==> src/rtl/sdram_mon_pkg.sv <==
package sdram_mon_pkg;

    typedef enum logic [3:0] {
        CMD_INHIBIT, CMD_NOP, CMD_ACT, CMD_RD, CMD_WR,
        CMD_PRE, CMD_REF, CMD_LMR, CMD_BST
    } cmd_e;

    typedef enum logic [2:0] {
        BK_IDLE        = 3'd0,
        BK_ACTIVATING  = 3'd1,
        BK_ACTIVE      = 3'd2,
        BK_READ        = 3'd3,
        BK_WRITE       = 3'd4,
        BK_READ_AP     = 3'd5,
        BK_WRITE_AP    = 3'd6,
        BK_PRECHARGING = 3'd7
    } bank_st_e;

    typedef enum logic [1:0] {
        DEV_IDLE    = 2'd0,
        DEV_REFRESH = 2'd1,
        DEV_MODE    = 2'd2,
        DEV_PREALL  = 2'd3
    } dev_st_e;

    typedef enum logic [2:0] {
        VC_NONE        = 3'd0,
        VC_DEV_BUSY    = 3'd1,
        VC_NOT_IDLE    = 3'd2,
        VC_BANK_BUSY   = 3'd3,
        VC_ROW_OPEN    = 3'd4,
        VC_NO_ROW      = 3'd5,
        VC_PREALL_BUSY = 3'd6
    } viol_e;

    // States that no command aimed at the bank may interrupt
    function automatic logic bank_locked(input bank_st_e s);
        return (s == BK_ACTIVATING) || (s == BK_PRECHARGING) ||
               (s == BK_READ_AP) || (s == BK_WRITE_AP);
    endfunction

endpackage

==> src/rtl/sdram_cmd_decode.sv <==
module sdram_cmd_decode
    import sdram_mon_pkg::*;
(
    input  logic cs_n,
    input  logic ras_n,
    input  logic cas_n,
    input  logic we_n,
    output cmd_e cmd_o
);

    always_comb begin
        if (cs_n) begin
            cmd_o = CMD_INHIBIT;
        end else begin
            case ({ras_n, cas_n, we_n})
                3'b111:  cmd_o = CMD_NOP;
                3'b011:  cmd_o = CMD_ACT;
                3'b101:  cmd_o = CMD_RD;
                3'b100:  cmd_o = CMD_WR;
                3'b010:  cmd_o = CMD_PRE;
                3'b001:  cmd_o = CMD_REF;
                3'b000:  cmd_o = CMD_LMR;
                default: cmd_o = CMD_BST;
            endcase
        end
    end

endmodule

==> src/rtl/sdram_legality.sv <==
module sdram_legality
    import sdram_mon_pkg::*;
#(
    parameter int NUM_BANKS = 4,
    parameter int BA_W      = 2
) (
    input  cmd_e                    cmd_i,
    input  logic [BA_W-1:0]         ba_i,
    input  logic                    a10_i,
    input  logic                    dev_busy_i,
    input  logic [NUM_BANKS*3-1:0]  st_i,
    output viol_e                   code_o
);

    logic     all_idle;
    logic     any_locked;
    bank_st_e tgt;

    always_comb begin
        all_idle   = 1'b1;
        any_locked = 1'b0;
        for (int i = 0; i < NUM_BANKS; i++) begin
            if (bank_st_e'(st_i[i*3 +: 3]) != BK_IDLE) all_idle = 1'b0;
            if (bank_locked(bank_st_e'(st_i[i*3 +: 3]))) any_locked = 1'b1;
        end
        tgt = bank_st_e'(st_i[int'(ba_i)*3 +: 3]);

        code_o = VC_NONE;
        if (cmd_i == CMD_INHIBIT || cmd_i == CMD_NOP) begin
            code_o = VC_NONE;
        end else if (dev_busy_i) begin
            code_o = VC_DEV_BUSY;
        end else begin
            case (cmd_i)
                CMD_REF, CMD_LMR: if (!all_idle) code_o = VC_NOT_IDLE;
                CMD_PRE: begin
                    if (a10_i) begin
                        if (any_locked) code_o = VC_PREALL_BUSY;
                    end else if (bank_locked(tgt)) begin
                        code_o = VC_BANK_BUSY;
                    end
                end
                CMD_ACT: begin
                    if (bank_locked(tgt))    code_o = VC_BANK_BUSY;
                    else if (tgt != BK_IDLE) code_o = VC_ROW_OPEN;
                end
                CMD_RD, CMD_WR: begin
                    if (bank_locked(tgt))    code_o = VC_BANK_BUSY;
                    else if (tgt == BK_IDLE) code_o = VC_NO_ROW;
                end
                default: code_o = VC_NONE;
            endcase
        end
    end

endmodule

==> src/rtl/sdram_bank_fsm.sv <==
module sdram_bank_fsm
    import sdram_mon_pkg::*;
#(
    parameter int CNT_W = 4,
    parameter int T_RP  = 3,
    parameter int T_RCD = 3,
    parameter int BL    = 4
) (
    input  logic     clk,
    input  logic     rst_n,
    input  logic     apply_i,
    input  cmd_e     cmd_i,
    input  logic     hit_i,
    input  logic     a10_i,
    input  logic     bst_hit_i,
    output bank_st_e st_o
);

    localparam logic [CNT_W-1:0] RP_LD  = CNT_W'(T_RP - 1);
    localparam logic [CNT_W-1:0] RCD_LD = CNT_W'(T_RCD - 1);
    localparam logic [CNT_W-1:0] BL_LD  = CNT_W'(BL - 1);

    typedef struct packed {
        bank_st_e         st;
        logic [CNT_W-1:0] cnt;
    } bank_reg_t;

    bank_reg_t r_d, r_q;
    bank_st_e  st_eff;

    // A timed window whose counter reached zero has already been met
    always_comb begin
        st_eff = r_q.st;
        if (r_q.cnt == '0) begin
            if (r_q.st == BK_PRECHARGING)     st_eff = BK_IDLE;
            else if (r_q.st == BK_ACTIVATING) st_eff = BK_ACTIVE;
        end
    end

    assign st_o = st_eff;

    always_comb begin
        r_d.st  = st_eff;
        r_d.cnt = r_q.cnt;
        case (st_eff)
            BK_PRECHARGING, BK_ACTIVATING: r_d.cnt = r_q.cnt - CNT_W'(1);
            BK_READ, BK_WRITE: begin
                if (r_q.cnt == '0) r_d.st  = BK_ACTIVE;
                else               r_d.cnt = r_q.cnt - CNT_W'(1);
            end
            BK_READ_AP, BK_WRITE_AP: begin
                if (r_q.cnt == '0) begin
                    r_d.st  = BK_PRECHARGING;
                    r_d.cnt = RP_LD;
                end else begin
                    r_d.cnt = r_q.cnt - CNT_W'(1);
                end
            end
            default: ;
        endcase

        if (apply_i) begin
            case (cmd_i)
                CMD_ACT: begin
                    if (hit_i) begin
                        r_d.st  = BK_ACTIVATING;
                        r_d.cnt = RCD_LD;
                    end
                end
                CMD_RD, CMD_WR, CMD_BST: begin
                    if (hit_i && cmd_i != CMD_BST) begin
                        if (cmd_i == CMD_RD) r_d.st = a10_i ? BK_READ_AP : BK_READ;
                        else                 r_d.st = a10_i ? BK_WRITE_AP : BK_WRITE;
                        r_d.cnt = BL_LD;
                    end else if ((cmd_i != CMD_BST) || bst_hit_i) begin
                        // burst cut short by another access or by burst stop
                        if (st_eff == BK_READ || st_eff == BK_WRITE) begin
                            r_d.st  = BK_ACTIVE;
                            r_d.cnt = '0;
                        end else if (st_eff == BK_READ_AP || st_eff == BK_WRITE_AP) begin
                            r_d.st  = BK_PRECHARGING;
                            r_d.cnt = RP_LD;
                        end
                    end
                end
                CMD_PRE: begin
                    if ((hit_i || a10_i) && st_eff != BK_IDLE) begin
                        r_d.st  = BK_PRECHARGING;
                        r_d.cnt = RP_LD;
                    end
                end
                default: ;
            endcase
        end
    end

    always_ff @(posedge clk or negedge rst_n) begin
        if (!rst_n) r_q <= '0;
        else        r_q <= r_d;
    end

    // a self-closing burst never goes back to an open row
    assert_ap_closes_R7: assert property (@(posedge clk) disable iff (!rst_n)
        (r_q.st == BK_READ_AP || r_q.st == BK_WRITE_AP) |=>
        (r_q.st == BK_READ_AP || r_q.st == BK_WRITE_AP || r_q.st == BK_PRECHARGING));

    // an open row is only reached through opening or a plain burst
    assert_open_via_act_R2: assert property (@(posedge clk) disable iff (!rst_n)
        (r_q.st == BK_ACTIVE && $past(r_q.st) != BK_ACTIVE) |->
        ($past(r_q.st) == BK_ACTIVATING || $past(r_q.st) == BK_READ ||
         $past(r_q.st) == BK_WRITE));

endmodule

==> src/rtl/sdram_bank_monitor.sv <==
module sdram_bank_monitor
    import sdram_mon_pkg::*;
#(
    parameter int NUM_BANKS = 4,
    parameter int BL        = 4,
    parameter int T_RP      = 3,
    parameter int T_RCD     = 3,
    parameter int T_RC      = 8,
    parameter int T_MRD     = 2,
    localparam int BA_W     = $clog2(NUM_BANKS)
) (
    input  logic                   clk,
    input  logic                   rst_n,
    input  logic                   cke,
    input  logic                   cs_n,
    input  logic                   ras_n,
    input  logic                   cas_n,
    input  logic                   we_n,
    input  logic [BA_W-1:0]        ba,
    input  logic                   a10,
    output logic                   viol_o,
    output logic [2:0]             viol_code_o,
    output logic [NUM_BANKS*3-1:0] bank_state_o,
    output logic [1:0]             dev_state_o
);

    localparam int T_M1  = (T_RP > T_RCD) ? T_RP : T_RCD;
    localparam int T_M2  = (T_RC > T_MRD) ? T_RC : T_MRD;
    localparam int T_M3  = (T_M1 > T_M2) ? T_M1 : T_M2;
    localparam int T_MAX = (T_M3 > BL) ? T_M3 : BL;
    localparam int CNT_W = $clog2(T_MAX + 1);

    localparam logic [CNT_W-1:0] RC_LD  = CNT_W'(T_RC - 1);
    localparam logic [CNT_W-1:0] MRD_LD = CNT_W'(T_MRD - 1);
    localparam logic [CNT_W-1:0] RP_LD  = CNT_W'(T_RP - 1);

    typedef struct packed {
        logic             cke_prev;
        dev_st_e          dev;
        logic [CNT_W-1:0] dcnt;
        logic [BA_W-1:0]  last_bank;
        logic             viol;
        viol_e            code;
    } mon_reg_t;

    mon_reg_t               r_d, r_q;
    cmd_e                   cmd;
    viol_e                  code;
    dev_st_e                dev_cur;
    logic                   cke_ok;
    logic                   apply;
    logic [NUM_BANKS*3-1:0] bank_flat;

    sdram_cmd_decode u_decode (
        .cs_n  (cs_n),
        .ras_n (ras_n),
        .cas_n (cas_n),
        .we_n  (we_n),
        .cmd_o (cmd)
    );

    assign dev_cur = (r_q.dev != DEV_IDLE && r_q.dcnt == '0) ? DEV_IDLE : r_q.dev;
    assign cke_ok  = r_q.cke_prev && cke;

    sdram_legality #(
        .NUM_BANKS (NUM_BANKS),
        .BA_W      (BA_W)
    ) u_legal (
        .cmd_i      (cmd),
        .ba_i       (ba),
        .a10_i      (a10),
        .dev_busy_i (dev_cur != DEV_IDLE),
        .st_i       (bank_flat),
        .code_o     (code)
    );

    assign apply = cke_ok && (code == VC_NONE) &&
                   (cmd != CMD_INHIBIT) && (cmd != CMD_NOP);

    for (genvar gi = 0; gi < NUM_BANKS; gi++) begin : g_bank
        bank_st_e st_w;
        sdram_bank_fsm #(
            .CNT_W (CNT_W),
            .T_RP  (T_RP),
            .T_RCD (T_RCD),
            .BL    (BL)
        ) u_bank (
            .clk       (clk),
            .rst_n     (rst_n),
            .apply_i   (apply),
            .cmd_i     (cmd),
            .hit_i     (ba == BA_W'(gi)),
            .a10_i     (a10),
            .bst_hit_i (r_q.last_bank == BA_W'(gi)),
            .st_o      (st_w)
        );
        assign bank_flat[gi*3 +: 3] = st_w;
    end

    always_comb begin
        r_d          = r_q;
        r_d.cke_prev = cke;
        r_d.dev      = dev_cur;
        if (dev_cur != DEV_IDLE) r_d.dcnt = r_q.dcnt - CNT_W'(1);
        if (apply) begin
            case (cmd)
                CMD_REF: begin
                    r_d.dev  = DEV_REFRESH;
                    r_d.dcnt = RC_LD;
                end
                CMD_LMR: begin
                    r_d.dev  = DEV_MODE;
                    r_d.dcnt = MRD_LD;
                end
                CMD_PRE: begin
                    if (a10) begin
                        r_d.dev  = DEV_PREALL;
                        r_d.dcnt = RP_LD;
                    end
                end
                CMD_RD, CMD_WR: r_d.last_bank = ba;
                default: ;
            endcase
        end
        r_d.viol = cke_ok && (code != VC_NONE);
        r_d.code = cke_ok ? code : VC_NONE;
    end

    always_ff @(posedge clk or negedge rst_n) begin
        if (!rst_n) r_q <= '0;
        else        r_q <= r_d;
    end

    assign viol_o       = r_q.viol;
    assign viol_code_o  = r_q.code;
    assign bank_state_o = bank_flat;
    assign dev_state_o  = dev_cur;

    // edges without cke high twice never report
    assert_cke_gate_R11: assert property (@(posedge clk) disable iff (!rst_n)
        !(r_q.cke_prev && cke) |=> !viol_o);

    // a locked device rejects every executable command
    assert_dev_lock_R5: assert property (@(posedge clk) disable iff (!rst_n)
        (dev_cur != DEV_IDLE && cke_ok && cmd != CMD_INHIBIT && cmd != CMD_NOP) |=>
        (viol_o && viol_code_o == VC_DEV_BUSY));

    // refresh and mode load need every bank idle
    assert_all_idle_R6: assert property (@(posedge clk) disable iff (!rst_n)
        (cke_ok && dev_cur == DEV_IDLE && (cmd == CMD_REF || cmd == CMD_LMR) &&
         bank_flat != '0) |=> (viol_o && viol_code_o == VC_NOT_IDLE));

    // a reported violation always carries a cause
    assert_code_with_flag_R12: assert property (@(posedge clk) disable iff (!rst_n)
        (cke_ok && cmd != CMD_INHIBIT && cmd != CMD_NOP && !apply) |=>
        (viol_o && viol_code_o != VC_NONE));

endmodule

==> config.mk <==
export PLATFORM = sky130hd
export DESIGN_NAME = sdram_bank_monitor
export DESIGN_NICKNAME = d
export VERILOG_FILES = /design/src/rtl/sdram_mon_pkg.sv /design/src/rtl/sdram_cmd_decode.sv /design/src/rtl/sdram_legality.sv /design/src/rtl/sdram_bank_fsm.sv /design/src/rtl/sdram_bank_monitor.sv
export SDC_FILE = /design/constraint.sdc
export NUM_CORES = 1
export LEC_CHECK = 0
export BUFFER_PORTS_ARGS = -buffer_cell sky130_fd_sc_hd__buf_2
export CORE_MARGIN = 3
export CORE_UTILIZATION = 46
export CTS_CLUSTER_SIZE = 14
export DETAILED_ROUTE_END_ITERATION = 10
export GPL_ROUTABILITY_DRIVEN = 0
export HOLD_SLACK_MARGIN = 0.1
export SYNTH_ARGS = -nofsm -noshare
export SYNTH_HDL_FRONTEND = slang
export SYNTH_HIERARCHICAL = 1
export SYNTH_SLANG_ARGS = --single-unit
==> constraint.sdc <==
create_clock -name clk -period 7.1 [get_ports clk]
set_clock_uncertainty 0.1 [all_clocks]
set_input_delay 1.42 -clock clk [delete_from_list [all_inputs] [get_ports clk]]
set_output_delay 1.42 -clock clk [all_outputs]
set_load 0.1 [all_outputs]
==> impl_metrics.json <==
{
  "status": "completed",
  "layout_commonest_cell": "nor2_1",
  "synthArstFlopShare": 1.00,
  "leakagePower_nw": 2.17,
  "setup_viol": 0,
  "clock-sinks": 41,
  "area_growth_pct": 6.28,
  "via_count": 5056,
  "yosys.area.top_type_share": 0.198,
  "fin_crit_sh": 0.730,
  "die_y_um": 112,
  "yosysUniqueCellTypes": 102,
  "grtUsageTotal": 0.216,
  "synth_edf_count": 0,
  "ant_nets": 0,
  "core_area_mm2": 0.0109,
  "drive_gt1_frac": 0.160,
  "final_net_count": 683,
  "hold_class": "reg -> reg",
  "start_util": 0.473,
  "crit_type": "reg -> reg",
  "die_w_um": 112,
  "wl_per_cell_um": 17.1,
  "grt_max_degree": 49,
  "synthAdderAreaFrac": 0.0333,
  "final_hold_viol_count": 0,
  "timing.final.ws_setup_ns": 1.92,
  "numPortBuffers": 27,
  "synth-compound-area-share": 0.302,
  "synth_nets": 683,
  "synth_ff_type": "dfrtp_1",
  "antenna_found_initial": 0,
  "n_fill_cell": 1075,
  "cts_htree_levels": 2,
  "fmax_ghz": 0.193,
  "multiInputGateArea_mm2": 0.00384,
  "drt_wl_total_um": 13700,
  "regArea_mm2": 0.00103,
  "synth_area_leaders": "dfrtp_1, nor2_1, nand2_1, ha_1, o21ai_0",
  "root_buffer": "clkbuf_16",
  "synth_xor_area_frac": 0.0288,
  "drv_cap": 0,
  "drc": 0,
  "syn_area_mm2": 0.00518,
  "final_max_slew_viol_count": 0,
  "path_clk_slew_ns": 0.06,
  "cts_max_path_buffers": 2,
  "tightest_slew_ns": 1.01,
  "grt_pass1_wl_um": 22900,
  "critPathLaunchType": "register",
  "fin_crit_ns": 5.18,
  "muxShareOfSynthArea": 0.0346,
  "max_slew_margin": 0.330,
  "ctsHoldBuffers": 0,
  "tns_ns": 0,
  "power.density_mw_per_mm2": 372,
  "ios": 28,
  "n_antenna_cell": 0,
  "worstSkewPairLatency_ns": 0.29,
  "pre_cts_ws_ns": 1.77,
  "yosysSeqAreaShare": 0.198,
  "arrival_ns": 5.25,
  "layout_common_cells": "nor2_1, nand2_1, dfrtp_1",
  "required_ns": 7.17,
  "rows": 38,
  "grt_setup_unrepaired": "false",
  "synth-simple-area-share": 0.337,
  "viasPerCell": 6.31,
  "ir_drop_uv": 347,
  "postCtsSetupBuffers": 0,
  "cts_made_buffers": 5,
  "avgSynthCellArea_um2": 7.84,
  "cts_tree": "built",
  "drt_pre_antenna_iters": 5,
  "crit_path_max_fanout": 30,
  "cp-end-kind": "register",
  "synth-seq-cells": 41,
  "grt.overflow.total": 0,
  "total_power_mw": 2.05,
  "die-area_mm2": 0.0126,
  "synth_top_family_by_area": "simple AND/OR/NAND/NOR gates",
  "syn_inst": 660,
  "drt_iter0_drc": 272,
  "post-dp-hpwl_um": 9730,
  "grt_pass1_vias": 4696,
  "yosysTopAreaCell": "dfrtp_1",
  "cts_resized": 0,
  "yosysWarnings": 6
}
-- critical path: stages, from the launching register on --
cell     delay [ns]
dfrtp_1        0.43
inv_1          0.15
ha_1           0.25
nor3b_2        0.76
a21oi_1        0.20
a31oi_1        0.46
mux4_2         0.40
nor2_1         0.07
or4_4          0.49
a31oi_2        0.18
or3_1          0.30
nor3_2         0.06
buf_4          0.24
nor2b_1        0.18
a22oi_1        0.37
nor2_1         0.10
a22oi_1        0.19
o41ai_2        0.10
-- cell usage after synthesis (all sizes together) (17+ instances only) --
master  count
nor3       25
clkbuf     20
o211ai     17
nand2b     23
nor2b      17
buf        19
nor2       83
dfrtp      41
o21ai      36
nand2      49
a21oi      33
inv        30
-- where the power goes --
part	internal [mW]	total [mW]	switching, mW
registers	0.318	0.501	0.183
clock network	0.176	0.277	0.101
logic	0.460	1.27	0.810
total	0.954	2.05	1.09
-- through the flow --
stage	area (um^2)	std cells	util	hold WS [ns]
floorplan	5180	660	-	0.424
global placement	5330	793	0.487	0.457
detailed placement	5330	793	0.487	0.466
CTS	5500	801	0.503	0.485
global route	5500	801	0.503	0.503
finish	5500	801	0.503	0.483
-- kinds of logic after synthesis --
family / after synthesis
AOI/OAI and AO/OA: 215
and+or+nand+nor: 291
adders and majority gates: 14
buffers and inverters: 69
DFF: 41
xor gates and xnor gates: 17
muxes: 13
-- cell type report --
| type | count | area share |
|---|---|---|
| multi-input cells | 550 | 0.698 |
| clock inverters | 2 | 0.00682 |
| clock buffers | 6 | 0.0252 |
| repair buffers | 32 | 0.0314 |
| well taps | 140 | 0.0318 |
| flip-flops and latches | 41 | 0.186 |
| inverters | 30 | 0.0205 |
-- routing by layer --
layer  global-route usage  vias to the layer above  wire (um)
li1                     -                     2489          -
met5                    0                        -          0
met3               0.0350                       25        610
met4               0.0857                        0        354
met1                0.311                     2395       6770
met2                0.325                      147       5990
-- final timing paths --
check                                             start                      end  slack (ns)  cells after the start
worst max-delay path            g_bank[1].u_bank/r_q[0]  g_bank[1].u_bank/r_q[4]        1.92                     17
worst min-delay path                             r_q[9]                   r_q[9]        0.48                      2
worst max register to register  g_bank[1].u_bank/r_q[0]  g_bank[1].u_bank/r_q[4]        1.92                     17
worst min register to register                   r_q[9]                   r_q[9]        0.48                      2
max in group asynchronous                         rst_n  g_bank[2].u_bank/r_q[4]        5.09                      1
min in group asynchronous                         rst_n  g_bank[0].u_bank/r_q[1]        1.20                      1
-- state kept, by name, summed over array words and instances, names as in the netlist --
register	count
g_bank.u_bank/r_q	28
viol_code_o	3
r_q	9
viol_o	1
No activity file was read; power rests on OpenSTA's default activity.
